**src/rtl/reg_cmd_engine.sv**
```systemverilog
module reg_cmd_engine #(
  parameter int AW = 16
) (
  input  logic          clk,
  input  logic          rst_n,
  input  logic          cfg_we,
  input  logic [1:0]    cfg_sel,
  input  logic [AW-1:0] cfg_wdata,
  output logic          busy,
  output logic          err,
  output logic          mem_req,
  output logic [AW-1:0] mem_addr,
  input  logic          mem_ack,
  input  logic [31:0]   mem_rdata,
  output logic          wr_valid,
  output logic [19:0]   wr_addr,
  output logic [31:0]   wr_data,
  output logic [3:0]    wr_strb,
  input  logic          wr_ready,
  input  logic          tick_us,
  input  logic          line_start
);

  localparam logic [AW-1:0] WSTEP = AW'(4);
  localparam logic [7:0] OP_NOP  = 8'h00;
  localparam logic [7:0] OP_WR   = 8'h01;
  localparam logic [7:0] OP_WUS  = 8'h02;
  localparam logic [7:0] OP_WLN  = 8'h03;
  localparam logic [7:0] OP_WVB  = 8'h04;
  localparam logic [7:0] OP_WIN  = 8'h05;
  localparam logic [7:0] OP_WOUT = 8'h06;
  localparam logic [7:0] OP_IRQ  = 8'h07;
  localparam logic [7:0] OP_IDX  = 8'h09;
  localparam logic [7:0] OP_POLL = 8'h0A;

  typedef enum logic [2:0] {
    S_IDLE, S_LO, S_HI, S_DEC, S_WR, S_WAIT, S_IRD, S_IWR
  } st_t;

  st_t           state;
  logic          en;
  logic [AW-1:0] head, tail, ptr;
  logic [31:0]   lo, hi, cnt;
  logic          wait_line;

  wire abort = cfg_we && (cfg_sel == 2'd0) && !cfg_wdata[0];
  wire start = cfg_we && (cfg_sel == 2'd2) && en;
  wire pulse = wait_line ? line_start : tick_us;

  assign busy     = (state != S_IDLE);
  assign mem_req  = ((state == S_LO) && (ptr != tail)) || (state == S_HI) || (state == S_IRD);
  assign mem_addr = ptr;
  assign wr_valid = (state == S_WR) || (state == S_IWR);
  assign wr_addr  = hi[19:0];
  assign wr_data  = lo;
  assign wr_strb  = (state == S_IWR) ? 4'hF : hi[23:20];

  always_ff @(posedge clk or negedge rst_n) begin
    if (!rst_n) begin
      en   <= 1'b0;
      head <= '0;
      tail <= '0;
    end else if (cfg_we) begin
      case (cfg_sel)
        2'd0:    en   <= cfg_wdata[0];
        2'd1:    head <= cfg_wdata;
        2'd2:    tail <= cfg_wdata;
        default: ;
      endcase
    end
  end

  always_ff @(posedge clk or negedge rst_n) begin
    if (!rst_n) begin
      state     <= S_IDLE;
      ptr       <= '0;
      lo        <= '0;
      hi        <= '0;
      cnt       <= '0;
      wait_line <= 1'b0;
      err       <= 1'b0;
    end else if (abort) begin
      state <= S_IDLE;
    end else if (start) begin
      state <= S_LO;
      ptr   <= head;
      err   <= 1'b0;
    end else begin
      case (state)
        S_LO: begin
          if (ptr == tail) state <= S_IDLE;
          else if (mem_ack) begin
            lo    <= mem_rdata;
            ptr   <= ptr + WSTEP;
            state <= S_HI;
          end
        end
        S_HI: begin
          if (mem_ack) begin
            hi    <= mem_rdata;
            ptr   <= ptr + WSTEP;
            state <= S_DEC;
          end
        end
        S_DEC: begin
          case (hi[31:24])
            OP_WR: state <= S_WR;
            OP_WUS, OP_WLN: begin
              cnt       <= lo;
              wait_line <= (hi[31:24] == OP_WLN);
              state     <= S_WAIT;
            end
            OP_IDX: begin
              cnt   <= lo;
              state <= (lo == 32'd0) ? S_LO : S_IRD;
            end
            OP_NOP, OP_WVB, OP_WIN, OP_WOUT, OP_IRQ, OP_POLL: state <= S_LO;
            default: begin
              err   <= 1'b1;
              state <= S_LO;
            end
          endcase
        end
        S_WR: if (wr_ready) state <= S_LO;
        S_WAIT: begin
          if (cnt == 32'd0) state <= S_LO;
          else if (pulse) cnt <= cnt - 32'd1;
        end
        S_IRD: begin
          if (mem_ack) begin
            lo    <= mem_rdata;
            ptr   <= ptr + WSTEP;
            cnt   <= cnt - 32'd1;
            state <= S_IWR;
          end
        end
        S_IWR: begin
          if (wr_ready) begin
            if (cnt != 32'd0) state <= S_IRD;
            else begin
              if (ptr[2]) ptr <= ptr + WSTEP;
              state <= S_LO;
            end
          end
        end
        default: state <= S_IDLE;
      endcase
    end
  end

endmodule

```
**config.mk**
```make
export PLATFORM = sky130hd
export DESIGN_NAME = reg_cmd_engine
export DESIGN_NICKNAME = d
export VERILOG_FILES = /design/src/rtl/reg_cmd_engine.sv
export SDC_FILE = /design/constraint.sdc
export NUM_CORES = 1
export LEC_CHECK = 0
export ABC_AREA = 1
export BUFFER_PORTS_ARGS = -buffer_cell sky130_fd_sc_hd__buf_2
export CAP_MARGIN = 25
export CORE_UTILIZATION = 25
export CTS_CLUSTER_SIZE = 12
export DETAILED_ROUTE_END_ITERATION = 10
export PLACE_DENSITY_LB_ADDON = 0.1
export SLEW_MARGIN = 30
export SYNTH_ARGS = -nofsm -noshare
export SYNTH_HDL_FRONTEND = slang
export SYNTH_SLANG_ARGS = --single-unit
```
**constraint.sdc**
```tcl
create_clock -name clk -period 1.95 [get_ports clk]
set_input_delay 0.0975 -clock clk [delete_from_list [all_inputs] [get_ports clk]]
set_output_delay 0.0975 -clock clk [all_outputs]
set_load 0.01 [all_outputs]
```
==> impl_metrics.csv, run 1 <==
group,metric,value,unit
clock_tree,htreeDepth,4,
global_route,gr-usage-all-layers,16.1,%
sta,setup_ws,0.0443,ns
detailed_routing,firstDrtPassIters,5,
yosys,synth_top_family_by_area,"simple AND/OR/NAND/NOR gates",
global_route,grt_pass1_wl,41.6,mm
yosys,syn_area_per_cell,7.15,µm²
sta,maxSlewViolCount,0,
sta,max_slew_margin,72.3,%
place,placed_cells,1746,
place,numPortBuffers,132,
yosys,synth_top_area_share,45.6,%
flow_run,maxCapViolations,0,
setup_path,critPathKind,"flop to flop",
global_route,grt_antenna_before_repair,0,
sta,setup_tns,0,ns
detailed_routing,viasPerCell,4.25,
sta,finClkSkew,0.0136,ns
cells_and_area,synthToLayoutAreaGrowth,41.6,%
setup_path,arrival,2.25,ns
global_route,grt_max_degree,65,
setup_path,cp_max_fo,19,
yosys,synth_edf_count,0,
cells_and_area,multi_input_area,3970,µm²
sta,worst_slew_pin_slew,0.415,ns
sta,setup_viol,0,
global_route,grt_pass1_vias,7643,
yosys,synth_area_leaders,"dfrtp_1, nand2_1, o21ai_0, inv_1, nor2_1",
cells_and_area,antenna_cells,0,
clock_tree,cts.sinks,150,
yosys,synth-simple-area-share,29.0,%
setup_path,rrSetupSlack,0.04,ns
floorplanning,num_io_pins,133,
yosys,yosysWarnings,0,
cells_and_area,nets,1463,
place,pre_cts_ws,-0.159,ns
clock_tree,clk_latency,0.45,ns
setup_path,endpoint_kind,"flop",
sta,grt_setup_unrepaired,"true",
cells_and_area,nFillCells,3487,
power,p_per_area,941,nW/µm²
cells_and_area,seq_area,3760,µm²
yosys,ys_async_sr_fraction,100,%
cells_and_area,drive_gt1_share,28.0,%
yosys,syn-cell-area,8220,µm²
floorplanning,die_w,183,µm
floorplanning,die_h,183,µm
cells_and_area,postLayoutCoreUtil,35.9,%
yosys,synth_area_leader_cell,"dfrtp_1",
yosys,synth_mux_area_share,0.396,%
min_path,holdCritPathClass,"primary input to flop",
setup_path,required,2.29,ns
detailed_routing,drt-initial-drc-count,340,
place,dp_hpwl,18.8,mm
sta,max_freq,0.525,GHz
detailed_routing,antenna_left,0,
yosys,synth_seq_cells,150,
yosys,synth_xor_xnor_area_share,1.92,%
detailed_routing,routed_wire_length_per_instance,14.7,µm
status,outcome,"finished clean",
yosys,synth_flop_cell,"dfrtp_1",
power,p_total,11000,µW
yosys,synth_cells,1150,
yosys,synth_adder_area_share,0.456,%
yosys,ys_types,43,
floorplanning,core,32500,µm²
floorplanning,start_util,25.3,%
yosys,syn_nets,1210,
yosys,ys_seq_area_share,45.6,%
sta,period_needed,1.91,ns
cells_and_area,instances_no_fill,1858,
clock_tree,cts_root_buffer,"clkbuf_16",
global_route,gr-total-overflow,0,
setup_path,startpoint_type,"flop",
detailed_routing,via_count,7901,
floorplanning,die_area,33600,µm²
power,power_leakage,0.00594,µW
sta,final.period_utilization,97.7,%
clock_tree,cts_tree,"done",
power,peakVddDrop,0.000646,V
yosys,synth_compound_area_share,11.9,%
floorplanning,row_count,66,
detailed_routing,routed_wl,27.2,mm
detailed_routing,remaining_drc_errors,0,
clock_tree,clk_pin_slew,0.07,ns
clock_tree,clk_path_buf_depth,2,
place,gp_congestion,0.809,
clock_tree,cts_buffers,17,
sta,hold_viol,0,
## sequential cells by signal, summed over array words and instances, names as in the netlist
| name | count |
|---|---|
| wait_line | 1 |
| mem_addr | 16 |
| err | 1 |
| en | 1 |
| wr_data | 32 |
| tail | 16 |
| hi | 32 |
| head | 16 |
| cnt | 32 |
| state | 3 |
## path summary, 6_finish.rpt
kind | cells after the start | from | to
worst min-delay path | 4 | cfg_sel[1] | en
worst max register to register | 10 | cnt[18] | cnt[28]
max in group asynchronous | 3 | rst_n | state[2]
worst min register to register | 2 | hi[21] | hi[21]
min in group asynchronous | 2 | rst_n | wr_data[4]
worst max-delay path | 10 | cnt[18] | cnt[28]
## cells in the mapped netlist (2+ instances only)
master,count
buf_6,2
nor3_1,15
nand3_1,31
dfrtp_1,150
nor2_2,4
a31oi_1,4
o21ai_2,3
ha_1,3
nand4_1,6
nand2_1,402
inv_2,5
a21oi_1,14
xor2_1,17
o22ai_1,2
o21ai_1,10
o21ai_0,144
inv_1,141
nor2_1,110
or2_2,7
nand3b_1,3
mux2_2,2
nand2_2,2
clkbuf_1,11
o211ai_1,3
buf_4,24
nand3_2,3
buf_2,16
## worst max-delay path, cell delays in order (launching register included)
cell and delay, ns:
dfrtp_1 0.40, nor2_1 0.22, nand2_1 0.13, nor3_2 0.26
nand3_4 0.12, a21o_1 0.22, nand2_4 0.08, inv_4 0.07
buf_12 0.16, nand2_1 0.08, o21ai_2 0.05
## layout by cell type (no fill, tap or decap), types with 3 or more instances in the layout
cell             n
o21ai_0        113
nand2_1        359
dfrtp_1        147
nand3_1         26
nor2_1          92
nand2_4         14
xor2_1          17
clkbuf_16       21
o21ai_1         26
inv_8            3
clkinvlp_4       3
nor2_4           6
or2_2            7
inv_2           14
nand4_1          6
nand2_2         32
o211ai_1         3
buf_12          10
a21oi_1         13
nand3b_1         3
inv_1          131
buf_4           81
buf_6           10
nor3_1          14
a31oi_1          4
dfrtp_2          3
nor2_2          17
dlygate4sd3_1   50
inv_6            4
nand3_2          6
buf_2          130
o21ai_2         18
## layout make-up
cell class	instances	share of cell area, %
multi-input cells	799	34.1
flip-flops and latches	150	32.3
repair buffers	288	19.1
inverters	147	4.76
well taps	442	4.75
clock buffers	19	3.80
clock inverters	13	1.19
## repair_timing
| item | in CTS | in global routing |
|---|---|---|
| gates resized for setup | 29 | 140 |
| pin swaps | 8 | 26 |
| setup buffers | 15 | 10 |
| endpoints found under the setup margin | 51 | 86 |
| hold buffers | 50 | 0 |
| gates cloned | 1 | 7 |
| endpoints found under the hold margin | 247 | 0 |
## per-stage QoR
| step | hold slack [ns] | cell area (µm²) |
|---|---|---|
| 3_5_place_dp | -0.00675 | 9790 |
| 2_1_floorplan | -0.198 | 8220 |
| 4_1_cts | 0.00809 | 11100 |
| 6_report | 0.0226 | 11600 |
| 3_3_place_gp | -0.00987 | 9790 |
| 5_1_grt | 0.0410 | 11600 |
## per-layer routing
layer / up-vias / GRT usage [%] / share of wire (%) / wire (µm)
met5: - / 0 / 0 / 0
met4: 0 / 4.40 / 0.88 / 239
met3: 11 / 2.98 / 3.3 / 890
met2: 118 / 24.1 / 44 / 11900
met1: 3684 / 23.5 / 52 / 14200
li1: 4088 / - / - / -
## logic make-up after synthesis
group | Yosys count
compound gates | 186
xor+xnor | 18
fa+ha+maj | 3
buf+inv | 201
flops | 150
mux | 3
simple gates | 589
## where the power goes
part / internal (µW) / switching, µW / leakage (µW)
Clock: 1840 / 1560 / 0.000277
Combinational: 1500 / 1730 / 0.00379
Sequential: 3670 / 669 / 0.00187
Total: 7000 / 3960 / 0.00594
Note: power is estimated with default switching activity, not from simulation.
==> inputs of run 2 (changes only) <==
--- a/config.mk
+++ b/config.mk
@@ -11,6 +11,8 @@
 export CORE_UTILIZATION = 25
 export CTS_CLUSTER_SIZE = 12
 export DETAILED_ROUTE_END_ITERATION = 10
+export GPL_ROUTABILITY_DRIVEN = 1
+export GPL_TIMING_DRIVEN = 0
 export PLACE_DENSITY_LB_ADDON = 0.1
 export SLEW_MARGIN = 30
 export SYNTH_ARGS = -nofsm -noshare
==> impl_metrics.csv, run 2 (same netlist as run 1, synthesis figures left out) <==
group,metric,value,unit
setup_path,arrival,2.37,ns
global_route,gr-total-overflow,0,
power,p_clk_share,32.1,%
global_route,grt_max_degree,75,
floorplanning,start_util,25.3,%
detailed_routing,firstDrtPassIters,5,
clock_tree,cts_root_buffer,"clkbuf_16",
cells_and_area,antenna_cells,0,
cells_and_area,synthToLayoutAreaGrowth,41.2,%
place,placed_cells,1726,
flow_run,maxCapViolations,0,
cells_and_area,layout_commonest_cell,"nand2_1",
sta,maxSlewViolCount,0,
floorplanning,die_w,183,µm
clock_tree,cts_buffers,17,
floorplanning,die_area,33600,µm²
sta,max_slew_margin,49.6,%
detailed_routing,remaining_drc_errors,0,
sta,setup_ws,-0.0928,ns
cells_and_area,nFillCells,3479,
setup_path,startpoint_type,"flop",
status,violations,"setup timing",
place,gp_congestion,0.803,
global_route,grt_antenna_before_repair,0,
global_route,gr-usage-all-layers,17.2,%
power,power.net_switching,3820,µW
clock_tree,clk_pin_slew,0.08,ns
clock_tree,clk_path_buf_depth,2,
power,p_sw_share,36.0,%
floorplanning,num_io_pins,133,
floorplanning,die_h,183,µm
setup_path,endpoint_kind,"flop",
detailed_routing,drt-initial-drc-count,395,
power,power_leakage,0.00590,µW
detailed_routing,routed_wl,28.4,mm
setup_path,cp_max_fo,7,
detailed_routing,routed_wire_length_per_instance,15.2,µm
clock_tree,htreeDepth,4,
sta,hold-worst-slack,0.0544,ns
setup_path,required,2.28,ns
sta,worst_slew_pin_slew,0.757,ns
sta,setup_tns,-1.69,ns
sta,finClkSkew,0.0136,ns
global_route,grt_pass1_wl,43.8,mm
power,peakVddDrop,0.000617,V
clock_tree,cts.sinks,150,
detailed_routing,viasPerCell,4.28,
global_route,grt_pass1_vias,7705,
cells_and_area,instances_no_fill,1861,
floorplanning,core,32500,µm²
power,seqPwrFrac,40.8,%
floorplanning,row_count,66,
detailed_routing,antenna_left,0,
sta,hold_viol,0,
setup_path,crit_path_start,"cnt[24]",
power,combinationalPowerShare,27.1,%
sta,period_needed,2.04,ns
detailed_routing,via_count,7961,
power,p_per_area,915,nW/µm²
status,outcome,"finished, violations left",
sta,final.period_utilization,105,%
place,numPortBuffers,132,
cells_and_area,mostFrequentLayoutCells,"nand2_1, dfrtp_1, buf_2",
cells_and_area,drive_gt1_share,26.6,%
power,intPower,6800,µW
clock_tree,clk_latency,0.45,ns
min_path,holdCritPathClass,"primary input to async pin",
setup_path,critPathKind,"flop to flop",
sta,grt_setup_unrepaired,"true",
setup_path,r2r-start,"cnt[24]",
sta,max_freq,0.490,GHz
cells_and_area,nets,1466,
clock_tree,cts_tree,"done",
sta,setup_viol,27,
place,dp_hpwl,20.0,mm
## run 2: changes by cell type in the layout (fill, tap and decap cells not counted), moves of 7 or more
cell	previous run	this run
nand2_1	359	373
buf_8	2	12
buf_12	10	2
o21ai_0	113	132
nand2_4	14	6
o21ai_2	18	10
o21ai_1	26	15
buf_4	81	60
clkbuf_1	1	8
buf_2	130	137
## run 2: worst max-delay path, cell delays in order, from the launching register on
cell	delay, ns
dfrtp_1	0.45
nor2_2	0.21
nand2_1	0.10
nor2_1	0.25
nand3_4	0.14
a21o_1	0.21
nand2_4	0.12
inv_8	0.07
buf_8	0.14
buf_8	0.13
nand2_2	0.06
o21ai_2	0.04
## run 2: area by class of cell
type / count / area [µm²] / area share (%)
sequential: 150 / 3760 / 32.4
clock inverter: 13 / 136 / 1.17
buffer: 54 / 437 / 3.76
timing repair buffer: 236 / 1770 / 15.3
clock buffer: 19 / 453 / 3.90
tap: 442 / 553 / 4.76
inverter: 147 / 564 / 4.86
multi-input combinational: 800 / 3930 / 33.8
## run 2: path summary, 6_finish.rpt
kind | end | slack (ns) | cells after the start
max | cnt[28] | -0.09 | 11
min | cnt[18] | 0.05 | 2
max reg2reg | cnt[28] | -0.09 | 11
min reg2reg | hi[23] | 0.48 | 2
max in group asynchronous | cnt[23] | 1.26 | 3
min in group clk | head[12] | 0.06 | 4
## run 2: power by group through the flow
stage	Combinational [µW]	Sequential [µW]	Clock, µW
floorplan	1380	4340	0
global placement	2490	4400	0
detailed placement	2520	4410	0
CTS	2830	4330	3520
global route	3260	4430	3630
finish	2880	4340	3410
## run 2: metal layers
metal	wire, µm	GRT usage, %	share of wire, %	vias to the layer above
met3	1200	3.32	4.2	12
met5	0	0	0	-
met2	12600	26.4	44	137
met4	276	4.80	0.97	0
li1	-	-	-	4103
met1	14300	24.5	50	3709
## run 2: through the flow
stage               setup WS [ns]  cell area (µm²)  util (%)  total power [µW]
CTS                        -0.142            11300      34.7             10700
floorplan                  0.0506             8220         -              5720
global route               -0.177            11600      35.8             11300
finish                    -0.0928            11600      35.8             10600
detailed placement         -0.500             9500      29.3              6920
global placement            -1.87             9440      29.1              6890
## run 2: what timing repair did
item | 4_1_cts | 5_1_grt
endpoints found under the setup margin | 114 | 116
pin swaps | 14 | 20
gates cloned | 4 | 4
endpoints found under the hold margin | 247 | 0
setup buffers | 28 | 19
resized for setup | 112 | 60
hold buffers | 50 | 0
==> inputs of run 3 (changes only) <==
==> constraint.sdc (replaced) <==
create_clock -name clk -period 1.8 [get_ports clk]
set_input_delay 0.09 -clock clk [delete_from_list [all_inputs] [get_ports clk]]
set_output_delay 0.09 -clock clk [all_outputs]
set_load 0.01 [all_outputs]
==> impl_metrics.csv, run 3 (same netlist as run 1, synthesis figures left out) <==
group,metric,value,unit
status,outcome,"finished, violations left",
status,violations,"setup timing",
detailed_routing,routed_wl,28.3,mm
sta,finClkSkew,0.0184,ns
power,p_per_area,1010,nW/µm²
setup_path,slowest_delay,0.39,ns
sta,period_needed,1.98,ns
global_route,gr-usage-all-layers,17.4,%
floorplanning,die_w,183,µm
cells_and_area,nFillCells,3497,
global_route,grt_antenna_before_repair,0,
min_path,hold_depth,4,
sta,final.period_utilization,110,%
cells_and_area,mostFrequentLayoutCells,"nand2_1, dfrtp_1, buf_2",
sta,max_freq,0.505,GHz
power,p_clk_share,31.3,%
flow_run,maxCapViolations,0,
detailed_routing,drt-initial-drc-count,439,
floorplanning,core,32500,µm²
power,seqPwrFrac,39.9,%
sta,worst_slew_pin_slew,0.730,ns
power,power_leakage,0.00594,µW
detailed_routing,remaining_drc_errors,0,
cells_and_area,design_area,11700,µm²
cells_and_area,postLayoutCoreUtil,35.9,%
power,power.net_switching,4340,µW
clock_tree,cts_buffers,17,
global_route,grt_max_degree,63,
min_path,holdPathEnd,"head[12]",
setup_path,startpoint_type,"flop",
floorplanning,die_area,33600,µm²
global_route,gr-total-overflow,0,
setup_path,arrival,2.32,ns
place,gp_congestion,0.808,
min_path,hp-start,"cfg_sel[0]",
place,numPortBuffers,132,
setup_path,r2r-start,"cnt[0]",
clock_tree,cts_root_buffer,"clkbuf_16",
sta,maxSlewViolCount,0,
sta,hold_viol,0,
setup_path,rrSetupSlack,-0.18,ns
cells_and_area,nets,1466,
sta,grt_setup_unrepaired,"true",
power,p_sw_share,36.7,%
power,peakVddDrop,0.000685,V
clock_tree,cts.sinks,150,
cells_and_area,synthToLayoutAreaGrowth,41.7,%
setup_path,cp_max_fo,7,
setup_path,rr_worst_depth,14,
sta,setup_viol,80,
detailed_routing,via_count,8002,
setup_path,endpoint_kind,"flop",
cells_and_area,antenna_cells,0,
cells_and_area,layout_commonest_cell,"nand2_1",
power,combinationalPowerShare,28.8,%
global_route,grt_pass1_wl,44.6,mm
setup_path,path_cells,"inv_2 > ha_4 > nand2_4 > nor2_4 > nand2_2 > nor2_4 > nand3_4 > a21o_1 > nand2_4 > inv_4 > buf_12 > buf_16 > nand2_2 > nand2_1",
sta,max_slew_margin,51.3,%
floorplanning,row_count,66,
floorplanning,num_io_pins,133,
global_route,grt_pass1_vias,7835,
detailed_routing,antenna_left,0,
detailed_routing,viasPerCell,4.30,
cells_and_area,drive_gt1_share,28.7,%
power,intPower,7480,µW
place,dp_hpwl,19.9,mm
setup_path,r2r_end,"cnt[25]",
setup_path,crit_slowest_cell,"dfrtp_1",
clock_tree,htreeDepth,4,
sta,setup_ws,-0.179,ns
clock_tree,cts_tree,"done",
place,placed_cell_area,9530,µm²
clock_tree,clk_latency,0.45,ns
floorplanning,die_h,183,µm
floorplanning,start_util,25.3,%
min_path,holdCritPathClass,"primary input to flop",
setup_path,required,2.14,ns
setup_path,critPathKind,"flop to flop",
clock_tree,clk_path_buf_depth,2,
detailed_routing,firstDrtPassIters,5,
sta,hold-worst-slack,0.0604,ns
clock_tree,clk_pin_slew,0.07,ns
detailed_routing,routed_wire_length_per_instance,15.2,µm
run 3: cell count changes in the layout (fill, tap and decap cells not counted), moves of 4 or more:
cell | previous run | this run
nor2_1 | 92 | 87
nand2_1 | 373 | 362
o21ai_0 | 132 | 127
buf_6 | 10 | 17
inv_1 | 133 | 126
nand2_2 | 26 | 36
inv_2 | 11 | 15
buf_8 | 12 | 5
o21ai_1 | 15 | 22
nor2_4 | 8 | 13
run 3: final cells by class:
class / count / area, µm² / share of cell area, %
multi-input cells: 799 / 4020 / 34.5
flip-flops and latches: 150 / 3770 / 32.3
well taps: 442 / 553 / 4.75
plain buffers: 54 / 422 / 3.62
clock inverters: 15 / 164 / 1.41
repair buffers: 237 / 1730 / 14.9
inverters: 147 / 574 / 4.93
clock buffers: 17 / 425 / 3.65
run 3: per-layer routing:
layer	vias up	track usage [%]	routed length, µm
met5	-	0	0
met4	0	4.83	260
met3	10	3.14	935
met2	130	25.7	12500
met1	3762	25.6	14700
li1	4100	-	-
run 3: how the worst max path moves through the flow:
stage / to / from / slack (ns)
2_1_floorplan: cnt[22] / cnt[0] / -0.06
3_3_place_gp: mem_addr[1] / rst_n / -2.08
3_5_place_dp: mem_addr[10] / state[2] / -0.59
4_1_cts: cnt[31] / cnt[0] / -0.16
5_1_grt: cnt[15] / cnt[1] / -0.27
6_report: cnt[25] / cnt[0] / -0.18
run 3: worst max-delay path: cells and delay by family, from the launching register on:
kind / cells / cell delay (ns)
AND/OR/NAND/NOR: 8 / 0.69
buffers and inverters: 4 / 0.42
flip-flops: 1 / 0.39
AO/OA/AOI/OAI: 1 / 0.20
adder cells (fa/ha/maj): 1 / 0.16
run 3: metrics by stage:
step	power (µW)	setup WS, ns	setup TNS [ns]	cells
after CTS	11700	-0.160	-6.13	1845
after global placement	7470	-2.08	-349.87	1724
after global routing	12600	-0.269	-15.09	1861
after floorplan	6200	-0.0639	-0.493	1150
final	11800	-0.179	-5.56	1861
after detailed placement	7500	-0.590	-41.63	1726
run 3: repair_timing:
item	in CTS	in global routing
setup buffers	36	14
cloned	1	3
resized for setup	99	107
pin swaps	22	18
setup endpoints to repair	118	123
hold buffers	50	0
endpoints found under the hold margin	185	0
run 3: power groups by stage:
stage | logic, µW | clock network [µW] | registers, µW
detailed placement | 2720 | 0 | 4770
global route | 3850 | 3950 | 4810
global placement | 2700 | 0 | 4770
finish | 3410 | 3700 | 4710
floorplan | 1500 | 0 | 4700
CTS | 3160 | 3810 | 4700
